File: config.mk
export PLATFORM = sky130hd
export DESIGN_NAME = cycle_decoder
export DESIGN_NICKNAME = d
export VERILOG_FILES = /design/src/rtl/sbsram_pkg.sv /design/src/rtl/cycle_decoder.sv
export SDC_FILE = /design/constraint.sdc
export NUM_CORES = 1
export LEC_CHECK = 0
export ABC_CLOCK_PERIOD_IN_PS = 1200
export BUFFER_PORTS_ARGS = -buffer_cell sky130_fd_sc_hd__buf_2
export CORE_AREA = 2 2 39 41
export DETAILED_ROUTE_END_ITERATION = 12
export DIE_AREA = 0 0 41 43
export PLACE_DENSITY = 0.34
export SYNTH_ARGS = -nofsm -noshare
export SYNTH_HDL_FRONTEND = slang
export SYNTH_SLANG_ARGS = --single-unit
File: constraint.sdc
create_clock -name vclk -period 1.2
set_input_delay 0.12 -clock vclk [all_inputs]
set_output_delay 0.12 -clock vclk [all_outputs]
set_load 0.02 [all_outputs]
File: src/rtl/sbsram_pkg.sv
package sbsram_pkg;
    localparam int LANES  = 4;
    localparam int LANE_W = 8;
    localparam int DATA_W = LANES * LANE_W;
    localparam int BEAT_W = 2;

    typedef enum logic [1:0] {
        CYC_DESEL = 2'd0,
        CYC_BEGIN = 2'd1,
        CYC_CONT  = 2'd2,
        CYC_SUSP  = 2'd3
    } cyc_e;

    typedef enum logic [1:0] {
        XFER_IDLE  = 2'd0,
        XFER_READ  = 2'd1,
        XFER_WRITE = 2'd2
    } xfer_e;
endpackage

File: src/rtl/cycle_decoder.sv
module cycle_decoder
    import sbsram_pkg::*;
(
    input  logic             sel_n_i,
    input  logic             sel2_i,
    input  logic             sel3_n_i,
    input  logic             strb_proc_n_i,
    input  logic             strb_ctrl_n_i,
    input  logic             adv_n_i,
    input  logic             gwr_n_i,
    input  logic             bwr_n_i,
    input  logic [LANES-1:0] lane_n_i,
    output cyc_e             cyc_o,
    output logic             wr_o,
    output logic [LANES-1:0] byte_en_o
);
    logic             selected;
    logic             proc_live;
    logic [LANES-1:0] lanes_req;

    always_comb begin
        selected  = !sel_n_i && sel2_i && !sel3_n_i;
        proc_live = !strb_proc_n_i && !sel_n_i;
        if (!gwr_n_i)      lanes_req = '1;
        else if (!bwr_n_i) lanes_req = ~lane_n_i;
        else               lanes_req = '0;

        if (proc_live) begin
            cyc_o = selected ? CYC_BEGIN : CYC_DESEL;
            wr_o  = 1'b0;
        end else if (!strb_ctrl_n_i) begin
            cyc_o = selected ? CYC_BEGIN : CYC_DESEL;
            wr_o  = selected && (|lanes_req);
        end else begin
            cyc_o = adv_n_i ? CYC_SUSP : CYC_CONT;
            wr_o  = |lanes_req;
        end
        byte_en_o = wr_o ? lanes_req : '0;
    end
endmodule

* Word-level counts from Yosys, hierarchy flattened
Index checks and enable logic that the tools add are counted.
Word-level totals: memory bits (read-only) 0, memory bits (writable) 0, logic and storage cells 18, bits in latches 0, memories kept 0, register bits after elaboration 0
Cells by class: add/sub/neg operators 0, magnitude comparators 0, shift-type cells 0, div/mod/pow operators 0, multipliers 0, reductions and logical operators 8, eq/ne operators 0, bitwise operators 1, muxes and demuxes 9
Operators with widths (number):
- $mux 4 | 3
- $logic_and 1x1->1 | 4
- $mux 1 | 4
- $mux 2 | 2
- $not 4->4 | 1
- $reduce_or 4->1 | 1
- $logic_not 1->1 | 3

* Depth between registers and ports, before layout
Gate-level depths: netlist (run 1).
depth in word-level cells 8, depth in mapped cells 3

* Worst setup path before layout (run 1)
No wires, ideal clock.
path type input to output, from input sel_n_i, to output byte_en_o[0], data required time 1.080 ns, stages 3, setup slack -0.131 ns, path buffers 1, data arrival time 1.211 ns, path through or3b_1 -> buf_6 -> a211oi_1
On the way: longest elaborated chain between the ends 7
RTL lines:
- from (decl) | RTL line cycle_decoder.sv:4 | input logic sel_n_i,
- $logic_not 1->1 * | RTL line cycle_decoder.sv:22, cycle_decoder.sv:23
- $logic_and 1x1->1 (2 in a row) | RTL line cycle_decoder.sv:22 | selected = !sel_n_i && sel2_i && !sel3_n_i;
- $logic_and 1x1->1 | RTL line cycle_decoder.sv:33 | wr_o = selected && (|lanes_req);
- $mux 1 | RTL line cycle_decoder.sv:31 | end else if (!strb_ctrl_n_i) begin
- $mux 1 * | RTL line cycle_decoder.sv:28 | if (proc_live) begin
- $mux 4 * | RTL line cycle_decoder.sv:38 | byte_en_o = wr_o ? lanes_req : '0;
- to (decl) | RTL line cycle_decoder.sv:15 | output logic [LANES-1:0] byte_en_o
Mark *: on every way between the ends. The rest lies on a longest branch, timed or not.

* Worst setup path in the final report (run 1)
from input sel3_n_i, to output byte_en_o[3]
On the way: longest elaborated chain between the ends 6
RTL lines:
- from (decl) | RTL line cycle_decoder.sv:6 | input logic sel3_n_i,
- $logic_not 1->1 | RTL line cycle_decoder.sv:22
- $logic_and 1x1->1 | RTL line cycle_decoder.sv:22
- $logic_and 1x1->1 | RTL line cycle_decoder.sv:33
- $mux 1 | RTL line cycle_decoder.sv:31
- $mux 1 | RTL line cycle_decoder.sv:28
- $mux 4 | RTL line cycle_decoder.sv:38
Every way passes these cells.

==> impl_metrics.json, run 1 <==
{
  "outcome": "finished, violations left",
  "violations": "negative setup slack",
  "worst_pin_slew_ns": 0.434,
  "cp_max_fo": 6,
  "grt_pass1_wl_um": 690,
  "seq_cells": 0,
  "synth_top_area_cell": "a211oi_1",
  "finalCritPeriodShare": 1.01,
  "max_stage_delay_ns": 0.43,
  "dpl.cell_count": 53,
  "core_um2": 1380,
  "wl_um": 510,
  "crit_chain": "buf_6, or3b_4, a211oi_1, buf_4",
  "gr-total-overflow": 0,
  "postCtsHoldBufs": 0,
  "p_sw_frac": 0.518,
  "grt_max_degree": 7,
  "hold_ws_ns": 0.588,
  "clkPwrFrac": 0,
  "maxCapViolations": 0,
  "antenna_found_initial": 0,
  "yosys.area.top_type_share": 0.222,
  "first_iter_violations": 0,
  "gp_congestion": 0.530,
  "synthToLayoutAreaGrowth_pct": 108,
  "fill_cells": 156,
  "start_util": 0.0976,
  "grt_usage": 0.0519,
  "most-common-layout-cells": "buf_2 (13), buf_4 (5), o21a_1 (4)",
  "final_antenna_net_count": 0,
  "final_max_slew_viol_count": 0,
  "cp_slowest_cell": "or3b_4",
  "die_h_um": 43,
  "dp_slack_ns": -0.116,
  "hold_depth": 4,
  "p_seq_frac": 0,
  "setup_ws_ns": -0.0113,
  "p_comb_frac": 1.000,
  "p_leak_nw": 0.146,
  "rsz0062_at_grt": "yes",
  "cp.buffers_inverters": 2,
  "stdcell_count": 53,
  "io_pins": 19,
  "maxSlewHeadroom": 0.710,
  "n_clock_buffer": 0,
  "path_delay_family": "simple AND/OR/NAND/NOR gates",
  "diodes": 0,
  "vias": 220,
  "internal_power_uw": 58.0,
  "dieArea_um2": 1760,
  "post_route_cells_drive_above_1_share": 0.649,
  "wire_per_inst_um": 9.62,
  "p_total_uw": 120,
  "syn_avg_cell_area_um2": 7.51,
  "arrival_ns": 1.09,
  "syn_area_um2": 135,
  "power.density_nw_per_um2": 428,
  "synth_area_leaders": "a211oi_1 (22%), o21a_1 (22%), a221oi_2 (11%)",
  "final_hold_viol_count": 0,
  "min_period_ns": 1.21,
  "worst_ep_required_time_ns": 1.08,
  "peakVddDrop_v": 0.000147,
  "row_count": 14,
  "final-seq-area_um2": 0,
  "first_pass_iters": 1,
  "remaining_drc_errors": 0,
  "synth_seq_area_share": 0,
  "final_area_um2": 282,
  "yosysWarnings": 0,
  "fin_nets": 51,
  "net-switching-power_uw": 62.5,
  "io_buffers": 19,
  "dpl-instance-area_um2": 246,
  "setup_viol": 3,
  "die_x_um": 41,
  "ys_types": 10,
  "grt_pass1_vias": 178,
  "multiInputGateArea_um2": 125,
  "cp-start-kind": "input pin",
  "cp-end-kind": "output pin",
  "synth_nets": 30,
  "max_freq_ghz": 0.826,
  "critPathKind": "in2out",
  "routed_via_density": 4.15,
  "final_common_cell": "buf_2",
  "hp-class": "in2out",
  "crit_cells": 4,
  "postSynthCellCount": 18
}
## through the flow
step                 util   TNS, ns
floorplan               -    -0.524
global placement    0.178    -0.612
detailed placement  0.178    -0.451
CTS                 0.190  -0.00333
global route        0.203    -0.196
finish              0.203   -0.0225
## worst min-delay path, stage by stage
cell	delay [ns]
buf_2	0.10
inv_1	0.04
mux2i_1	0.05
buf_2	0.15
## power by group through the flow
stage	clock network [mW]	registers, mW	logic [mW]
6_report	0	0	0.120
5_1_grt	0	0	0.131
4_1_cts	0	0	0.111
3_5_place_dp	0	0	0.104
3_3_place_gp	0	0	0.106
2_1_floorplan	0	0	0.0582
## synth_stat cells (all sizes together)
cell,instances
or3b,1
a211oi,4
o21a,4
inv,3
a41o,1
mux2i,1
buf,1
a221oi,1
o21ai,1
nor2,1
## cells by family after synthesis
family,share of synthesized area
compound gates,0.667
buf+inv,0.167
simple gates,0.0926
mux,0.0741
## per-layer routing
metal | part of all wire | track usage | vias up
met3 | 0.16 | 0 | 0
met1 | 0.49 | 0.0791 | 92
li1 | - | - | 109
met5 | 0 | 0 | -
met4 | 0 | 0 | 0
met2 | 0.35 | 0.0844 | 19
## final timing paths
kind                  slack [ns]      endpoint  startpoint
worst min-delay path        0.59      cyc_o[0]     adv_n_i
worst max-delay path       -0.01  byte_en_o[3]    sel3_n_i
## cell type report
cell class         instances  share of cell area
inverters                  3              0.0400
multi-input cells         14               0.444
well taps                 16              0.0711
repair buffers            20               0.444
## what timing repair did
item,CTS,global route
setup endpoints to repair,5,6
pin swaps,2,0
gates resized for setup,4,6
buffers inserted,0,0
Note: power is estimated with default switching activity, not from simulation.
==> run 2, diff against run 1 <==
--- a/config.mk
+++ b/config.mk
@@ -5,12 +5,12 @@
 export SDC_FILE = /design/constraint.sdc
 export NUM_CORES = 1
 export LEC_CHECK = 0
+export ABC_AREA = 1
 export ABC_CLOCK_PERIOD_IN_PS = 1200
 export BUFFER_PORTS_ARGS = -buffer_cell sky130_fd_sc_hd__buf_2
 export CORE_AREA = 2 2 39 41
 export DETAILED_ROUTE_END_ITERATION = 12
 export DIE_AREA = 0 0 41 43
-export PLACE_DENSITY = 0.34
 export SYNTH_ARGS = -nofsm -noshare
 export SYNTH_HDL_FRONTEND = slang
 export SYNTH_SLANG_ARGS = --single-unit
==> impl_metrics.json, run 2 <==
{
  "outcome": "completed",
  "cp_max_fo": 5,
  "grt_pass1_vias": 163,
  "post_cts_buffers": 0,
  "peakVddDrop_v": 0.000103,
  "syn_avg_cell_area_um2": 4.38,
  "io_buffers": 19,
  "power.density_nw_per_um2": 427,
  "gp_congestion": 0.627,
  "first_pass_iters": 1,
  "synth_top_area_cell": "nor2_1",
  "remaining_drc_errors": 0,
  "wl_um": 400,
  "maxCapViolations": 0,
  "n_clock_buffer": 0,
  "synth_area_leaders": "nor2_1 (37%), inv_1 (21%), nand3_2 (8.2%)",
  "synthToLayoutAreaGrowth_pct": 93.9,
  "hold_depth": 4,
  "dp_hpwl_um": 378,
  "fill_cells": 165,
  "die_x_um": 41,
  "row_count": 14,
  "gr-total-overflow": 0,
  "antenna_found_initial": 0,
  "most-common-layout-cells": "buf_2 (19), nor2_1 (12), inv_1 (7)",
  "ys_types": 10,
  "worst_pin_slew_ns": 0.234,
  "postSynthCellCount": 28,
  "rsz0062_at_grt": "no",
  "tns_ns": 0,
  "grt_usage": 0.0430,
  "worst_ep_required_time_ns": 1.08,
  "arrival_ns": 0.87,
  "diodes": 0,
  "dieArea_um2": 1760,
  "die_h_um": 43,
  "yosys.area.top_type_share": 0.367,
  "synth.most_common_cell": "nor2_1",
  "final-seq-area_um2": 0,
  "core_um2": 1380,
  "synth_seq_area_share": 0,
  "routed_via_density": 3.46,
  "io_pins": 19,
  "setup_viol": 0,
  "p_leak_nw": 0.163,
  "wire_per_inst_um": 6.35,
  "synth_common_cells": "nor2_1 (12), inv_1 (7), nand2_1 (2)",
  "grt_pass1_wl_um": 565,
  "finalCritPeriodShare": 0.823,
  "start_util": 0.0886,
  "first_iter_violations": 0,
  "vias": 218,
  "final_antenna_net_count": 0,
  "post_route_cells_drive_above_1_share": 0.468,
  "multiInputGateArea_um2": 96.3,
  "final_util": 0.172,
  "hp-class": "in2out",
  "grt_max_degree": 6,
  "synth_nets": 40,
  "min_period_ns": 0.988,
  "p_total_uw": 102,
  "yosysWarnings": 0,
  "final_max_slew_viol_count": 0,
  "maxSlewHeadroom": 0.843,
  "seq_cells": 0,
  "final_hold_viol_count": 0,
  "postCtsHoldBufs": 0,
  "cp-start-kind": "input pin",
  "post_cts_resize_count": 0,
  "final_common_cell": "buf_2",
  "critPathKind": "in2out",
  "cp-end-kind": "output pin",
  "fin_nets": 61,
  "max_freq_ghz": 1.01,
  "syn_area_um2": 123
}
## run 2: changes by cell type after synthesis, moves of 2 or more
cell and change:
a211oi_1 -4, inv_1 +4, nor2_1 +11, nand2_1 +2, o21a_1 -4
## run 2: area by class of cell
cell class,count,share of cell area
multi-input combinational,21,0.405
tap,16,0.0842
timing repair buffer,19,0.400
inverter,7,0.111
## run 2: metrics by stage
step                      setup WS (ns)  std cells  instance area [um^2]  hold slack, ns
after detailed placement          0.195         63                   238           0.579
final                             0.212         63                   238           0.579
after global routing             0.0894         63                   238           0.594
after CTS                         0.194         63                   238           0.581
after global placement            0.220         63                   238           0.584
after floorplan                   0.368         28                   123           0.442
## run 2: critical path, stage by stage
cell	delay (ns)
buf_2	0.11
o21ai_1	0.22
nand2_1	0.11
nand2_2	0.11
nor2_1	0.05
buf_2	0.15
## run 2: worst paths after layout
kind / start / end
worst max-delay path: sel_n_i / byte_en_o[2]
worst min-delay path: adv_n_i / cyc_o[0]
## run 2: per-layer routing
metal,vias to the layer above,global-route usage,routed length [um]
met3,0,0.00524,67
met1,82,0.0443,149
met5,-,0,0
met4,0,0,0
met2,15,0.0875,182
li1,121,-,-
## run 2: cell families after synthesis
group | share of synthesized area
buf+inv | 0.214
simple gates | 0.704
compound gates | 0.0816
## run 2: power by group
part	internal [mW]	switching [mW]
clock network	0	0
registers	0	0
logic	0.0400	0.0616
==> run 3, diff against run 2 <==
--- a/config.mk
+++ b/config.mk
@@ -6,7 +6,7 @@
 export NUM_CORES = 1
 export LEC_CHECK = 0
 export ABC_AREA = 1
-export ABC_CLOCK_PERIOD_IN_PS = 1200
+export ABC_CLOCK_PERIOD_IN_PS = 850
 export BUFFER_PORTS_ARGS = -buffer_cell sky130_fd_sc_hd__buf_2
 export CORE_AREA = 2 2 39 41
 export DETAILED_ROUTE_END_ITERATION = 12
==> constraint.sdc (replaced) <==
create_clock -name vclk -period 0.85
set_input_delay 0.085 -clock vclk [all_inputs]
set_output_delay 0.085 -clock vclk [all_outputs]
set_load 0.02 [all_outputs]
==> impl_metrics.json, run 3 (synthesis gave the netlist of run 2 again) <==
{
  "outcome": "completed",
  "final_hold_viol_count": 0,
  "die_x_um": 41,
  "wire_per_inst_um": 8.03,
  "core_um2": 1380,
  "first_iter_violations": 1,
  "cp_max_fo": 5,
  "maxCapViolations": 0,
  "p_leak_nw": 0.221,
  "io_buffers": 19,
  "wl_um": 554,
  "first_pass_iters": 2,
  "grt_max_degree": 6,
  "dieArea_um2": 1760,
  "row_count": 14,
  "start_util": 0.0886,
  "post_route_cells_drive_above_1_share": 0.755,
  "max_freq_ghz": 1.20,
  "finalCritPeriodShare": 0.982,
  "setup_viol": 0,
  "worst_pin_slew_ns": 0.162,
  "seq_cells": 0,
  "diodes": 0,
  "arrival_ns": 0.75,
  "antenna_found_initial": 0,
  "hp-class": "in2out",
  "cp-end-kind": "output pin",
  "final_common_cell": "buf_4",
  "vias": 252,
  "grt_pass1_vias": 230,
  "io_pins": 19,
  "grt_usage": 0.0539,
  "synthToLayoutAreaGrowth_pct": 246,
  "fin_nets": 67,
  "critPathKind": "in2out",
  "final-seq-area_um2": 0,
  "power.density_nw_per_um2": 601,
  "peakVddDrop_v": 0.000198,
  "die_h_um": 43,
  "gr-total-overflow": 0,
  "p_total_uw": 255,
  "most-common-layout-cells": "buf_4 (9), buf_6 (8), buf_2 (6)",
  "n_clock_buffer": 0,
  "maxSlewHeadroom": 0.892,
  "routed_via_density": 3.65,
  "final_max_slew_viol_count": 0,
  "worst_ep_required_time_ns": 0.76,
  "cp-start-kind": "input pin",
  "gp_congestion": 0.625,
  "remaining_drc_errors": 0,
  "min_period_ns": 0.835,
  "final_antenna_net_count": 0,
  "hold_ws_ns": 0.489,
  "grt_pass1_wl_um": 724,
  "rsz0062_at_grt": "yes"
}
run 3: cell types whose count changed in the layout (fill, tap and decap cells not counted):
cell | previous run | this run
buf_4 | 0 | 9
inv_2 | 0 | 2
buf_8 | 0 | 2
nand2_1 | 2 | 1
buf_6 | 0 | 8
o21ai_1 | 1 | 0
nor2_4 | 0 | 5
o21ai_4 | 0 | 1
inv_1 | 7 | 5
nand2_4 | 0 | 1
nor2_2 | 1 | 4
buf_2 | 19 | 6
nor2_1 | 12 | 4
run 3: per-stage QoR:
step                utilization  TNS (ns)  instance area [um^2]  worst slack [ns]  instances
finish                    0.307         0                   424            0.0153         69
global route              0.307    -0.125                   424           -0.0413         69
floorplan                     -         0                   123            0.0884         28
CTS                       0.253         0                   350          0.000862         68
global placement          0.199    -0.184                   275           -0.0429         68
detailed placement        0.199    -0.250                   275           -0.0548         68
run 3: worst paths after layout:
| check | from | end | cells past startpoint | slack, ns |
|---|---|---|---|---|
| hold / removal | adv_n_i | cyc_o[0] | 4 | 0.49 |
| setup / recovery | sel_n_i | byte_en_o[3] | 7 | 0.02 |
run 3: critical path, cell delays in order:
cell     delay, ns
buf_8         0.10
inv_2         0.04
nand4_1       0.10
nand2_2       0.11
nand2_4       0.07
nor2_2        0.12
buf_6         0.12
run 3: area by class of cell:
type                            count  area [um^2]
Timing Repair Buffer               25          218
Tap cell                           16         20.0
Fill cell                         157          960
Inverter                            7         26.3
Multi-Input combinational cell     21          160
run 3: power breakdown:
part	switching, mW	internal (mW)
Combinational	0.122	0.133
Clock	0	0
Sequential	0	0
run 3: routing by layer:
metal / global-route usage / share of wire
met5: 0 / 0
met4: 0 / 0
met3: 0 / 0.10
met2: 0.109 / 0.59
met1: 0.0601 / 0.31
run 3: repair_timing:
item / CTS / global route
endpoints found under the hold margin: 0 / 0
pin swaps: 10 / 6
setup endpoints to repair: 6 / 6
gates cloned: 0 / 0
hold buffers: 0 / 0
resized for setup: 22 / 16
setup buffers: 0 / 1
